[config.mk]
export PLATFORM = sky130hd
export DESIGN_NAME = eth_evt_irq
export DESIGN_NICKNAME = d
export VERILOG_FILES = /design/src/rtl/eth_evt_pkg.sv /design/src/rtl/eth_evt_gstop.sv /design/src/rtl/eth_evt_bank.sv /design/src/rtl/eth_evt_irq.sv
export SDC_FILE = /design/constraint.sdc
export NUM_CORES = 1
export LEC_CHECK = 0
export ABC_AREA = 1
export BUFFER_PORTS_ARGS = -buffer_cell sky130_fd_sc_hd__buf_2
export CAP_MARGIN = 15
export CORE_UTILIZATION = 41
export DETAILED_ROUTE_END_ITERATION = 10
export GPL_ROUTABILITY_DRIVEN = 0
export PLACE_DENSITY = 0.74
export SETUP_SLACK_MARGIN = 0.15
export SYNTH_ARGS = -nofsm -noshare
export SYNTH_HDL_FRONTEND = slang
export SYNTH_SLANG_ARGS = --single-unit
export TNS_END_PERCENT = 5
[constraint.sdc]
create_clock -name clk -period 1.2 [get_ports clk]
set_clock_uncertainty 0.2 [all_clocks]
set_input_delay 0.06 -clock clk [delete_from_list [all_inputs] [get_ports clk]]
set_output_delay 0.06 -clock clk [all_outputs]
set_load 0.01 [all_outputs]
[src/rtl/eth_evt_pkg.sv]
`timescale 1ns/1ps
package eth_evt_pkg;
    localparam int REG_W = 16;
    localparam int B_RXB = 0;
    localparam int B_TXB = 1;
    localparam int B_BSY = 2;
    localparam int B_RXF = 3;
    localparam int B_TXE = 4;
    localparam int B_GSD = 7;
    localparam logic [REG_W-1:0] IMPL_BITS = REG_W'((1 << B_RXB) | (1 << B_TXB) |
        (1 << B_BSY) | (1 << B_RXF) | (1 << B_TXE) | (1 << B_GSD));
    localparam logic ADDR_EVT  = 1'b0;
    localparam logic ADDR_MASK = 1'b1;

    typedef enum logic [0:0] {
        GS_IDLE  = 1'b0,
        GS_DRAIN = 1'b1
    } gs_state_t;
endpackage

[src/rtl/eth_evt_gstop.sv]
`timescale 1ns/1ps
module eth_evt_gstop
    import eth_evt_pkg::*;
(
    input  logic clk,
    input  logic rst_n,
    input  logic gs_cmd,
    input  logic tx_active,
    output logic gs_done
);
    gs_state_t state_q, state_d;

    always_ff @(posedge clk) begin
        if (!rst_n) state_q <= GS_IDLE;
        else        state_q <= state_d;
    end

    // next state
    always_comb begin
        state_d = state_q;
        unique case (state_q)
            GS_IDLE:  if (gs_cmd && tx_active) state_d = GS_DRAIN;
            GS_DRAIN: if (!tx_active)          state_d = GS_IDLE;
            default:                           state_d = GS_IDLE;
        endcase
    end

    // outputs
    always_comb begin
        gs_done = 1'b0;
        unique case (state_q)
            GS_IDLE:  gs_done = gs_cmd && !tx_active;
            GS_DRAIN: gs_done = !tx_active;
            default:  gs_done = 1'b0;
        endcase
    end
endmodule

[src/rtl/eth_evt_bank.sv]
`timescale 1ns/1ps
module eth_evt_bank
    import eth_evt_pkg::*;
(
    input  logic             clk,
    input  logic             rst_n,
    input  logic [REG_W-1:0] set_vec,
    input  logic [REG_W-1:0] clr_vec,
    input  logic             mask_we,
    input  logic [REG_W-1:0] mask_wdata,
    output logic [REG_W-1:0] evt_q,
    output logic [REG_W-1:0] mask_q,
    output logic             irq_q
);
    logic [REG_W-1:0] evt_d, mask_d;

    for (genvar i = 0; i < REG_W; i++) begin : g_bit
        if (IMPL_BITS[i]) begin : g_impl
            // set has priority over a clear in the same cycle
            assign evt_d[i]  = set_vec[i] | (evt_q[i] & ~clr_vec[i]);
            assign mask_d[i] = mask_we ? mask_wdata[i] : mask_q[i];
        end else begin : g_rsvd
            assign evt_d[i]  = 1'b0;
            assign mask_d[i] = 1'b0;
        end
    end

    always_ff @(posedge clk) begin
        if (!rst_n) begin
            evt_q  <= '0;
            mask_q <= '0;
            irq_q  <= 1'b0;
        end else begin
            evt_q  <= evt_d;
            mask_q <= mask_d;
            irq_q  <= |(evt_q & mask_q);
        end
    end
endmodule

[src/rtl/eth_evt_irq.sv]
`timescale 1ns/1ps
module eth_evt_irq
    import eth_evt_pkg::*;
(
    input  logic        clk,
    input  logic        rst_n,
    input  logic        bus_addr,
    input  logic        bus_we,
    input  logic [15:0] bus_wdata,
    output logic [15:0] bus_rdata,
    input  logic        tx_err_p,
    input  logic        rx_frame_p,
    input  logic        rx_nobuf_p,
    input  logic        tx_buf_p,
    input  logic        rx_part_p,
    input  logic        gstop_cmd,
    input  logic        tx_active,
    output logic        irq
);
    logic             gs_done;
    logic [REG_W-1:0] set_vec, clr_vec, evt_q, mask_q;
    logic             mask_we;

    eth_evt_gstop u_gstop (
        .clk       (clk),
        .rst_n     (rst_n),
        .gs_cmd    (gstop_cmd),
        .tx_active (tx_active),
        .gs_done   (gs_done)
    );

    always_comb begin
        set_vec        = '0;
        set_vec[B_RXB] = rx_part_p;
        set_vec[B_TXB] = tx_buf_p;
        set_vec[B_BSY] = rx_nobuf_p;
        set_vec[B_RXF] = rx_frame_p;
        set_vec[B_TXE] = tx_err_p;
        set_vec[B_GSD] = gs_done;
    end

    assign clr_vec = (bus_we && bus_addr == ADDR_EVT) ? bus_wdata : '0;
    assign mask_we = bus_we && bus_addr == ADDR_MASK;

    eth_evt_bank u_bank (
        .clk        (clk),
        .rst_n      (rst_n),
        .set_vec    (set_vec),
        .clr_vec    (clr_vec),
        .mask_we    (mask_we),
        .mask_wdata (bus_wdata),
        .evt_q      (evt_q),
        .mask_q     (mask_q),
        .irq_q      (irq)
    );

    assign bus_rdata = (bus_addr == ADDR_MASK) ? mask_q : evt_q;
endmodule

* Word-level counts from Yosys, hierarchy flattened
Cells that the tools add are included.
W data, S select, Z words.
** Cells by class
- Shift operators :: 0
- Reduce and logical (&&, ||, !) cells :: 6
- Add/sub/neg operators :: 0
- Div/mod/pow operators :: 0
- Multiplexer cells :: 6
- $mul :: 0
- $lt $le $gt $ge :: 0
- Equal/unequal tests :: 0
- Bitwise gates (word level) :: 21
** Operator list (count)
- $and A16 B16 Y16 :: 1
- $mux W16 :: 1
- $reduce_or A16 Y1 :: 1
- $mux W8 :: 1
- $not A1 Y1 :: 8
- $and A1 B1 Y1 :: 6
- $or A1 B1 Y1 :: 6
- $logic_and A1 B1 Y1 :: 4
- $pmux W1 S2 :: 2
- $mux W1 :: 2
- $logic_not A1 Y1 :: 1
** Word-level totals
- Bits in latches :: 0
- Bits in registers :: 34
- Memory bits (writable) :: 0
- Output and inout port bits :: 17
- Logic and storage cells :: 39
- Bits of input ports :: 27
- Memories kept :: 0
- ROM bits :: 0

* Longest topological paths before layout
Gate-level depths: netlist (run 1).
- Word-level depth :: 6
- Gate-level depth with buffers :: 6
- Depth with buffers taken out :: 4

* Modules after synthesis
Synthesis (run 1) repeated with hierarchy kept, for this count alone.
** Second synthesis, totals
- Cells, all modules :: 178
- Area total of the unflattened synthesis :: 1052.3 um^2
** Modules (own cells, without submodules)
- eth_evt_bank :: cells an instance 84, area an instance 618.1 um^2, seq. area each 260.2 um^2, instances 1
- eth_evt_irq :: cells an instance 89, area an instance 399.1 um^2, seq. area each 0.0 um^2, instances 1
- eth_evt_gstop :: cells an instance 5, area an instance 35.0 um^2, seq. area each 20.0 um^2, instances 1

* Worst setup path before layout (run 1)
No wires, ideal clock.
- Kind :: in2reg
- From :: in bus_addr
- To :: reg u_bank.evt_q[0]
- Setup time :: 0.121 ns
- Stages :: 6
- Data required time :: 0.879 ns
- Arrival :: 0.549 ns
- Path slack :: 0.330 ns
- Path buffers :: 2
- Cell sequence :: buf_6 inv_4 buf_8 nand3_1 a21oi_1 nor2_1
** On the way
- Word-level cells in the longest chain between the ends :: 6
** RTL lines
- start, declared :: RTL line eth_evt_irq.sv:7 : input logic bus_addr,
- $not A1 Y1 :: RTL line eth_evt_irq.sv:42 : assign clr_vec = (bus_we && bus_addr == ADDR_EVT) ? bus_wdata : '0;
- $logic_and A1 B1 Y1 :: RTL line eth_evt_irq.sv:42
- $mux W8 :: RTL line eth_evt_irq.sv:42
- $not A1 Y1 :: RTL line eth_evt_bank.sv:20 : assign evt_d[i] = set_vec[i] | (evt_q[i] & ~clr_vec[i]);
- $and A1 B1 Y1 :: RTL line eth_evt_bank.sv:20
- $or A1 B1 Y1 :: RTL line eth_evt_bank.sv:20
- end signal, assigned :: RTL line eth_evt_bank.sv:34 : evt_q <= evt_d;
- end, declared :: RTL line eth_evt_bank.sv:11 : output logic [REG_W-1:0] evt_q,
No other way between the ends.
A chain may end at the register's enable or synchronous reset.

* Worst setup path after layout (run 1)
- From :: reg u_bank.mask_q[7]
- To :: out bus_rdata[7]
** On the way
- Word-level cells in the longest chain between the ends :: 1
** RTL lines
- start, declared :: RTL line eth_evt_bank.sv:12 : output logic [REG_W-1:0] mask_q,
- start signal, assigned :: RTL line eth_evt_bank.sv:35 : mask_q <= mask_d;
- $mux W16 :: RTL line eth_evt_irq.sv:57 : assign bus_rdata = (bus_addr == ADDR_MASK) ? mask_q : evt_q;
- end, declared :: RTL line eth_evt_irq.sv:10 : output logic [15:0] bus_rdata,
No other way between the ends.

==> results of run 1 <==
-- area by class of cell --
class	count	area (sq um)	area share [%]
Sequential cell	14	293	29.9
Clock buffer	3	22.5	2.30
Timing Repair Buffer	40	278	28.4
Tap cell	16	20.0	2.05
Inverter	5	26.3	2.69
Multi-Input combinational cell	79	339	34.7
-- worst paths after layout --
kind,depth (start not counted),startpoint,endpoint,slack (ns)
worst max-delay path,3,u_bank.mask_q[7],bus_rdata[7],0.08
worst max register to register,6,u_bank.evt_q[7],u_bank.irq_q,0.12
worst min-delay path,3,rst_n,u_bank.evt_q[3],-0.02
worst min register to register,2,u_gstop.state_q,u_gstop.state_q,0.29
-- cell usage in the layout (no fill, tap or decap) --
cell type and count:
sky130_fd_sc_hd__nand3_1 5, sky130_fd_sc_hd__a21oi_1 6, sky130_fd_sc_hd__a21oi_2 1, sky130_fd_sc_hd__nor2_1 19, sky130_fd_sc_hd__inv_4 1, sky130_fd_sc_hd__nand3_2 1, sky130_fd_sc_hd__o21ai_1 3, sky130_fd_sc_hd__conb_1 10
sky130_fd_sc_hd__inv_1 3, sky130_fd_sc_hd__o21ai_0 4, sky130_fd_sc_hd__buf_2 23, sky130_fd_sc_hd__clkbuf_4 3, sky130_fd_sc_hd__nand2_1 28, sky130_fd_sc_hd__nand2_4 1, sky130_fd_sc_hd__buf_4 3, sky130_fd_sc_hd__nor3_1 1
sky130_fd_sc_hd__dlygate4sd3_1 14, sky130_fd_sc_hd__dfxtp_1 4, sky130_fd_sc_hd__clkinv_4 1, sky130_fd_sc_hd__dfxtp_2 10
-- registers in the layout, summed over array words and instances (netlist names) --
register and count:
u_bank.irq_q 1, u_gstop.state_q 1, u_bank.evt_q 6, u_bank.mask_q 6
-- logic make-up (layout without fill, tap and decap cells) --
| family | after synthesis | after routing | synth area share [%] |
|---|---|---|---|
| flip-flops | 14 | 14 | 39.3 |
| buffers and inverters | 17 | 48 | 17.9 |
| AO/OA/AOI/OAI | 14 | 14 | 10.4 |
| AND/OR/NAND/NOR | 55 | 55 | 31.9 |
| other | 1 | 10 | 0.526 |
-- timing repair --
| action | in CTS | in global routing |
|---|---|---|
| setup buffers | 2 | 1 |
| pin swaps | 1 | 0 |
| endpoints found under the hold margin | 13 | 7 |
| resized for setup | 9 | 1 |
| endpoints found under the setup margin | 6 | 9 |
-- metal layers --
layer  up-vias  global-route usage [%]  wire, um
met3         2                    6.25        92
met1       316                    20.7       708
met4         0                    3.75         6
li1        381                       -         -
met5         -                       0         0
met2        23                    31.0       772
-- critical path, delay by kind of cell (launching register included) --
| family | cells | cell delay (ns) |
|---|---|---|
| DFF | 1 | 0.34 |
| buffers and inverters | 1 | 0.13 |
| and+or+nand+nor | 2 | 0.11 |
-- power groups by stage --
stage | sequential (mW) | clock (mW) | combinational, mW
floorplan | 0.526 | 0 | 0.137
global placement | 0.527 | 0 | 0.169
detailed placement | 0.529 | 0 | 0.171
CTS | 0.521 | 0.272 | 0.214
global route | 0.527 | 0.291 | 0.243
finish | 0.522 | 0.259 | 0.219
-- metrics by stage --
| stage | instances | hold slack [ns] | utilization (%) | worst slack [ns] |
|---|---|---|---|---|
| final | 157 | -0.0236 | 62.8 | 0.0841 |
| after global routing | 157 | -0.0225 | 62.8 | 0.0250 |
| after global placement | 137 | 0.0621 | 50.1 | 0.233 |
| after floorplan | 110 | -0.0226 | - | 0.330 |
| after CTS | 156 | -0.0318 | 62.2 | 0.0768 |
| after detailed placement | 137 | 0.0740 | 50.1 | 0.213 |
==> results by group, run 1 <==
Status
  • Status: finished with violations
  • Violated checks: DRC, hold timing

Pwr
  • Share of power burned in the clock network: 25.9%
  • Proportion of total power due to net switching: 27.6%
  • Power Internal: between 0.7 and 0.8 mW
  • P per Cell Area: 1020 nW/um^2
  • Switching component of the power: approximately 0.28 mW
  • Worst IR Drop VDD: 653 uV
  • Combinational cell fraction of total power: 21.9%
  • Sequential power share: 52.2%
  • Leakage power summed over all cells: 0.502 nW
  • Total Power Consumption: ~1 mW

STA
  • Max frequency: between 0.8 and 0.9 GHz
  • Worst hold margin: -0.0236 ns
  • Final setup vio count: 0
  • Number of hold-slack violations in the final timing report: 7
  • Setup repair after global routing missed its margin: yes
  • Count of pins over their slew limit: 0
  • Final-layout setup total negative slack: 0 ns
  • Time the final worst path needs with I/O delays and setup: between 1 and 1.5 ns
  • Fraction of the cycle the final worst path needs: 93.0%

Critical path
  • Peak per-stage delay on the critical path: 0.34 ns
  • Most common cell on crit path: sky130_fd_sc_hd__nand2_1
  • Max FO, Critical Path: 3
  • Cell-by-cell listing of the critical path: nand2_1, nand2_1, buf_2
  • Worst Path Required: 0.94 ns
  • Kind of launch point of the worst setup path: flip-flop
  • Critical path start-end classification: reg -> out
  • Critical Path Slowest Stage Cell: sky130_fd_sc_hd__dfxtp_2
  • CP arrival: around 0.86 ns
  • Type of element capturing the critical path: output pin

Clock tree
  • Cts-stage hold buffer count: 14
  • Number of sinks on the clock net: 14
  • Clock-pin slew on the worst setup and hold paths: 0.08 ns
  • TritonCTS clock tree: yes
  • H-Tree Level Count: 1
  • Clock Latency Late Sink: 0.27 ns
  • Buffer depth of the longest clock path: 2
  • Num CTS Buffers: 3
  • Clock Root Buffer: sky130_fd_sc_hd__clkbuf_4

Yosys
  • Fraction of synthesized cell area taken by the top area cell type: between 30% and 40%
  • Number of warnings reported in the yosys synthesis log: 0
  • Mean cell area of the mapped netlist: 7.06 sq um
  • EDFF count, synth: 0
  • Synth Flop Type: sky130_fd_sc_hd__dfxtp_1
  • Synth top area cells: sky130_fd_sc_hd__dfxtp_1, sky130_fd_sc_hd__nand2_1, sky130_fd_sc_hd__buf_4
  • Register bit count reported by yosys: 14
  • Share of synthesized area occupied by flip-flops and latches: 39.3%
  • Dominant cell type by area after synthesis: sky130_fd_sc_hd__dfxtp_1
  • Cell count after synthesis: 101
  • Fraction of registers with async set/reset: 0%
  • Most instantiated cells after synthesis: sky130_fd_sc_hd__nand2_1, sky130_fd_sc_hd__nor2_1, sky130_fd_sc_hd__dfxtp_1
  • Distinct cell type count of the synthesized netlist: 18
  • Area of the mapped netlist: 713 sq um
  • Cell with the most instances after synthesis: sky130_fd_sc_hd__nand2_1

Die
  • Starting Density: 45.7%
  • Width of the die: 43.7 um
  • Die area: 1910 sq um
  • Number of core rows: 14
  • Die height: 43.7 um
  • Floorplan Core Area: 1560 sq um
  • I/O pin total: 44

Cells and area
  • Share of post-route cells with drive strength above 1: 31.2%
  • Number of fillers in the final layout: 162
  • Ant. Diodes: 0
  • Count of nets after finishing: 170
  • Final Instance Area: 978 sq um
  • Post-synthesis to final-layout area growth: 37.2%

Placement
  • Count of input and output buffers: 23
  • Post-detailed-placement half-perimeter wirelength: 1010 um
  • Instance area at placement: 781 sq um

Route
  • Remaining antenna violation count: 0
  • Violation count after the first detailed-route iteration: 10
  • Post-route DRC violation count: 4
  • Routed vias/inst: 4.60
  • Wirelength per Cell: 10.1 um
  • Length of the first detailed-routing pass in iterations: 6
  • WL final: roughly 1600 um
  • Via count: 722

Global route
  • Initial antenna violation count: 0
  • Wire length of the first global-routing pass: 2500 um
  • Total grt overflow: 0
  • Vias in the first global route: 633
  • Total GRT Usage: between 10% and 20%
  • Pin count of the biggest net entering global routing: 13

Min path
  • Hold crit path type: in -> reg

Run
  • Reported max-cap violation count: 0
Power figures use the tool's default switching activity.
==> run 2, diff against run 1 <==
Settings changed: CORE_UTILIZATION 41 to 47, PLACE_DENSITY 0.74 to 0.79, SYNTH_HIERARCHICAL from default to 1.
==> run 2 against run 1 <==
  * The run ends with hold timing left
  * Final cell count rose by 43%
  * Worst setup slack got worse by 0.021 ns
  * Fmax fell by 1.8%
  * Worst hold slack got worse by 0.19 ns
  * Global-route usage rose by 3.3 points
  * Combinational power rose by 31%
  * Area after synthesis rose by 33%
  * Critical path type unchanged
==> results by group, run 2 <==
Status
  • Status: finished with violations
  • Violated checks: hold timing

Critical path
  • Kind of launch point of the worst setup path: flip-flop
  • Most common cell on crit path: sky130_fd_sc_hd__nand2_1
  • Cell-by-cell listing of the critical path: nand2_1, nand2_1, buf_2
  • Worst Path Required: 0.94 ns
  • CP arrival: 0.88 ns
  • Critical path start-end classification: reg -> out
  • Type of element capturing the critical path: output pin
  • Peak per-stage delay on the critical path: 0.35 ns
  • Max FO, Critical Path: 2
  • Worst R2R Path Depth: 5
  • Startpoint of the most critical register-to-register path: u_bank/evt_q[3]
  • Capture point of the worst reg-to-reg path: u_bank/irq_q
  • Reg2reg setup slack: 0.19 ns
  • Critical Path Slowest Stage Cell: sky130_fd_sc_hd__dfxtp_2

Cells and area
  • Count of nets after finishing: ~230
  • Share of post-route cells with drive strength above 1: between 20% and 30%
  • Ant. Diodes: 0
  • Largest registers: u_bank/evt_q x6, u_bank/mask_q x6
  • Share of the core filled with cells: between 60% and 70%
  • Most frequent cells in the layout: sky130_fd_sc_hd__nand2_1, sky130_fd_sc_hd__nor2_1, sky130_fd_sc_hd__buf_2
  • Number of fillers in the final layout: 162
  • Post-synthesis to final-layout area growth: 29.8%
  • Most common library cell in the layout ignoring fill and taps: sky130_fd_sc_hd__nand2_1

Die
  • Number of core rows: 15
  • Width of the die: ~47 um
  • Floorplan Core Area: 1800 sq um
  • I/O pin total: 44
  • Starting Density: 52.5%
  • Die area: 2200 sq um
  • Die height: around 47 um

Route
  • Length of the first detailed-routing pass in iterations: 4
  • Via count: 986
  • WL final: 2200 um
  • Routed vias/inst: 4.38
  • Wirelength per Cell: 9.77 um
  • Violation count after the first detailed-route iteration: 20
  • Remaining antenna violation count: 0
  • Post-route DRC violation count: 0

Global route
  • Met2 Track Usage GR: between 40% and 50%
  • Total GRT Usage: 21.1%
  • Vias in the first global route: 830
  • Wire length of the first global-routing pass: 3330 um
  • Grt met3 use: 2.31%
  • Total grt overflow: 0
  • Most heavily used metal layer in global routing: met2
  • Global-route track usage on met1: 25.1%
  • Pin count of the biggest net entering global routing: 11
  • Initial antenna violation count: 0

STA
  • Final setup vio count: 0
  • Count of pins over their slew limit: 0
  • Fraction of the cycle the final worst path needs: 94.7%
  • Max frequency: 0.880 GHz
  • Time the final worst path needs with I/O delays and setup: 1.14 ns
  • Setup repair after global routing missed its margin: yes
  • Number of hold-slack violations in the final timing report: 3
  • Final-layout setup total negative slack: 0 ns
  • Worst hold margin: -0.209 ns

Min path
  • Hold crit path type: in -> reg
  • Launch point of the worst hold path: gstop_cmd
  • Worst min-delay path endpoint: u_gstop/state_q
  • Hold Crit Depth: 3

Clock tree
  • Clock-pin slew on the worst setup and hold paths: around 0.09 ns
  • Buffer depth of the longest clock path: 2
  • Number of sinks on the clock net: 14
  • TritonCTS clock tree: yes
  • Clock Root Buffer: sky130_fd_sc_hd__clkbuf_4
  • H-Tree Level Count: 1
  • Num CTS Buffers: 3
  • Clock Latency Late Sink: 0.29 ns

Pwr
  • P per Cell Area: 948 nW/um^2
  • Total Power Consumption: 1.16 mW
  • Leakage power summed over all cells: 0.746 nW
  • Worst IR Drop VDD: 812 uV

Placement
  • Count of input and output buffers: 23
  • Post-detailed-placement half-perimeter wirelength: 1400 um

Run
  • Reported max-cap violation count: 0

Yosys
  • Number of warnings reported in the yosys synthesis log: 6
  • Mean cell area of the mapped netlist: 6.02 sq um
  • Area of the mapped netlist: 946 sq um
  • Cell count after synthesis: around 160
-- run 2: timing repair --
item                                    4_1_cts  5_1_grt
endpoints found under the setup margin        6       13
resized for setup                            12        2
hold endpoints to repair                     14        3
setup buffers                                 4        1
pin swaps                                     3        0
hold buffers                                 13        1
-- run 2: critical path, delay by kind of cell (launching register included) --
family	cells	cell delay (ns)
flops	1	0.35
buf+inv	1	0.13
simple gates	2	0.11
-- run 2: how the worst max path moves through the flow --
stage / startpoint / endpoint / slack (ns) / cells past startpoint
floorplan: bus_addr / u_bank/mask_q[7] / 0.16 / 7
global placement: bus_addr / u_bank/mask_q[0] / 0.15 / 6
detailed placement: bus_addr / u_bank/mask_q[0] / 0.13 / 6
CTS: u_bank/mask_q[3] / bus_rdata[3] / 0.08 / 3
global route: u_bank/evt_q[0] / bus_rdata[0] / 0.02 / 3
finish: u_bank/evt_q[4] / bus_rdata[4] / 0.06 / 3
-- run 2: layer usage --
| layer | vias up | part of all wire (%) |
|---|---|---|
| met5 | - | 0 |
| li1 | 514 | - |
| met4 | 0 | 0.45 |
| met1 | 435 | 42 |
| met3 | 2 | 4.5 |
| met2 | 35 | 53 |
-- run 2: stage by stage --
| step | instance area (sq um) | setup slack [ns] | hold slack (ns) | cells |
|---|---|---|---|---|
| 2_1_floorplan | 1020 | 0.158 | -0.0226 | 176 |
| 3_3_place_gp | 1000 | 0.146 | 0.0654 | 203 |
| 3_5_place_dp | 1000 | 0.130 | 0.0718 | 203 |
| 4_1_cts | 1210 | 0.0780 | -0.208 | 224 |
| 5_1_grt | 1230 | 0.0151 | -0.177 | 225 |
| 6_report | 1230 | 0.0635 | -0.209 | 225 |
-- run 2: where the power goes --
group / internal [mW] / leakage, nW / switching (mW)
registers: 0.503 / 0.120 / 0.0195
clock network: 0.185 / 0.0210 / 0.171
logic: 0.128 / 0.606 / 0.159
total: 0.815 / 0.746 / 0.349
-- run 2: cell type report --
type / instances / area [sq um] / area share [%]
multi-input combinational: 121 / 488 / 39.8
tap: 25 / 31.3 / 2.55
timing repair buffer: 44 / 305 / 24.9
clock buffer: 4 / 36.3 / 2.96
sequential: 14 / 295 / 24.1
inverter: 17 / 71.3 / 5.81
==> run 3, diff against run 2 <==
Settings changed: CAP_MARGIN 15 to default, CORE_UTILIZATION 47 to 41, PLACE_DENSITY 0.79 to 0.77, SYNTH_HIERARCHICAL 1 to default.
==> run 3 against run 2 <==
  * The flow finishes with violations (DRC, hold timing)
  * Flip-flop and latch count did not move
  * Clock power fell by 25%
  * Count of clock-buffer cells in the layout fell by 1
  * Combinational power is 21% lower
  * First-iteration DRC count up 25%
  * Non-clock buffer count is 2 lower
  * Critical path depth unchanged
  * Register-to-register slack about the same
  * Wire length down 29%
  * Sequential power is essentially flat
  * Worst hold slack improved by 0.16 ns
  * Final area decreased by 19%
  * Critical endpoint is now bus_rdata[7]
==> results by group, run 3 (synthesis gave the netlist of run 1 again) <==
Status
  • Status: finished with violations
  • Violated checks: DRC, hold timing

Clock tree
  • H-Tree Level Count: 1
  • TritonCTS clock tree: yes
  • Clock Latency Late Sink: 0.28 ns
  • Number of sinks on the clock net: 14
  • Cts-stage hold buffer count: 14
  • Clock-pin slew on the worst setup and hold paths: 0.08 ns
  • Num CTS Buffers: 3
  • Buffer depth of the longest clock path: 2
  • Clock Root Buffer: sky130_fd_sc_hd__clkbuf_4

Pwr
  • Worst IR Drop VDD: 624 uV
  • P per Cell Area: about 1000 nW/um^2
  • Leakage power summed over all cells: 0.513 nW

Die
  • Die height: 43.7 um
  • Starting Density: 45.7%
  • Floorplan Core Area: 1560 sq um
  • Number of core rows: 14
  • Width of the die: 43.7 um
  • Die area: 1910 sq um
  • I/O pin total: 44

STA
  • Number of hold-slack violations in the final timing report: 7
  • Worst hold margin: -0.0447 ns
  • Final setup vio count: 0
  • Max frequency: ~0.9 GHz
  • Setup WS post-layout: between 0.09 and 0.1 ns
  • Fraction of the cycle the final worst path needs: 92.2%
  • Time the final worst path needs with I/O delays and setup: 1.11 ns
  • Count of pins over their slew limit: 0
  • Final-layout setup total negative slack: 0 ns
  • Setup repair after global routing missed its margin: yes

Cells and area
  • Number of fillers in the final layout: roughly 150
  • Area taken by flip-flops and latches: 295 sq um
  • Most frequent cells in the layout: sky130_fd_sc_hd__nand2_1, sky130_fd_sc_hd__buf_2, sky130_fd_sc_hd__nor2_1
  • Share of post-route cells with drive strength above 1: 33.6%
  • Post-synthesis to final-layout area growth: 39.6%
  • Area of the multi-input gates: 339 sq um
  • Largest registers: u_bank.evt_q x6, u_bank.mask_q x6
  • Count of nets after finishing: 172
  • Final Instance Area: 996 sq um
  • Ant. Diodes: 0
  • Most common library cell in the layout ignoring fill and taps: sky130_fd_sc_hd__nand2_1

Global route
  • Total grt overflow: 0
  • Wire length of the first global-routing pass: 2550 um
  • Total GRT Usage: between 10% and 20%
  • Initial antenna violation count: 0
  • Pin count of the biggest net entering global routing: 13
  • Vias in the first global route: 658

Placement
  • Post-detailed-placement half-perimeter wirelength: 1020 um
  • Setup WS pre-CTS: 0.223 ns
  • Instance area at placement: 781 sq um
  • Count of input and output buffers: 23

Critical path
  • Max FO, Critical Path: 2
  • CP arrival: 0.85 ns
  • Cell-by-cell listing of the critical path: nand2_1, nand2_1, buf_2
  • Worst setup startpoint: u_bank.evt_q[7]
  • Kind of launch point of the worst setup path: flip-flop
  • Most common cell on crit path: sky130_fd_sc_hd__nand2_1
  • Startpoint of the most critical register-to-register path: u_bank.mask_q[3]
  • Critical Path Slowest Stage Cell: sky130_fd_sc_hd__dfxtp_2
  • Peak per-stage delay on the critical path: 0.33 ns
  • Worst Path Required: 0.94 ns
  • Type of element capturing the critical path: output pin
  • Critical path start-end classification: reg -> out

Route
  • Total routed wire length on the met1 layer: between 600 and 700 um
  • Met2 routed WL: roughly 800 um
  • Uppermost layer routed: met4
  • Length of the first detailed-routing pass in iterations: 7
  • Wire length on met3: 83 um
  • Post-route DRC violation count: 4
  • Wirelength per Cell: between 9 and 10 um
  • Via count: between 700 and 800
  • WL final: 1570 um
  • Routed vias/inst: 4.60
  • Violation count after the first detailed-route iteration: 25
  • Remaining antenna violation count: 0

Min path
  • Hold crit path type: in -> reg
  • Launch point of the worst hold path: rst_n

Run
  • Reported max-cap violation count: 0
## run 3: cell count changes in the layout (fill, tap and decap cells not counted), sizes merged, moves of 3 or more
cell,previous run,this run
nor2,28,19
buf,31,28
nand2,60,29
nand3,0,6
conb,20,10
inv,17,4
## run 3: layout make-up
cell class	count	share of cell area, %
repair buffers	42	29.4
flip-flops and latches	14	29.6
multi-input cells	79	34.0
well taps	16	2.01
clock buffers	3	2.26
inverters	5	2.64
## run 3: stage by stage
step | util, % | instances | power [mW]
global route | 63.9 | 159 | 1.07
finish | 63.9 | 159 | 1.01
global placement | 50.1 | 137 | 0.695
floorplan | - | 110 | 0.663
CTS | 63.4 | 158 | 1.01
detailed placement | 50.1 | 137 | 0.701
## run 3: path summary, 6_finish.rpt
check                                        to  slack, ns  cells past startpoint
worst max-delay path               bus_rdata[7]       0.09                      3
worst min-delay path            u_bank.evt_q[0]      -0.04                      3
worst max register to register     u_bank.irq_q       0.19                      5
worst min register to register  u_bank.evt_q[0]       0.29                      2
## run 3: where the power goes
part	leakage [nW]	switching [mW]	internal, mW	total (mW)
clock network	0.0138	0.149	0.116	0.265
registers	0.120	0.0185	0.502	0.521
logic	0.379	0.116	0.110	0.226
## run 3: critical path, delay by kind of cell, from the launching register on
family / cells / cell delay, ns
simple gates: 2 / 0.11
flops: 1 / 0.33
buf+inv: 1 / 0.12
## run 3: timing repair
action | in CTS | in global routing
hold endpoints to repair | 13 | 2
pin swaps | 2 | 1
setup endpoints to repair | 6 | 9
resized for setup | 12 | 0
setup buffers | 4 | 1
## run 3: per-layer routing
metal | global-route usage, % | up-vias
met5 | 0 | -
met4 | 5.63 | 0
met3 | 3.75 | 2
met2 | 32.2 | 26
met1 | 21.2 | 319
li1 | - | 385
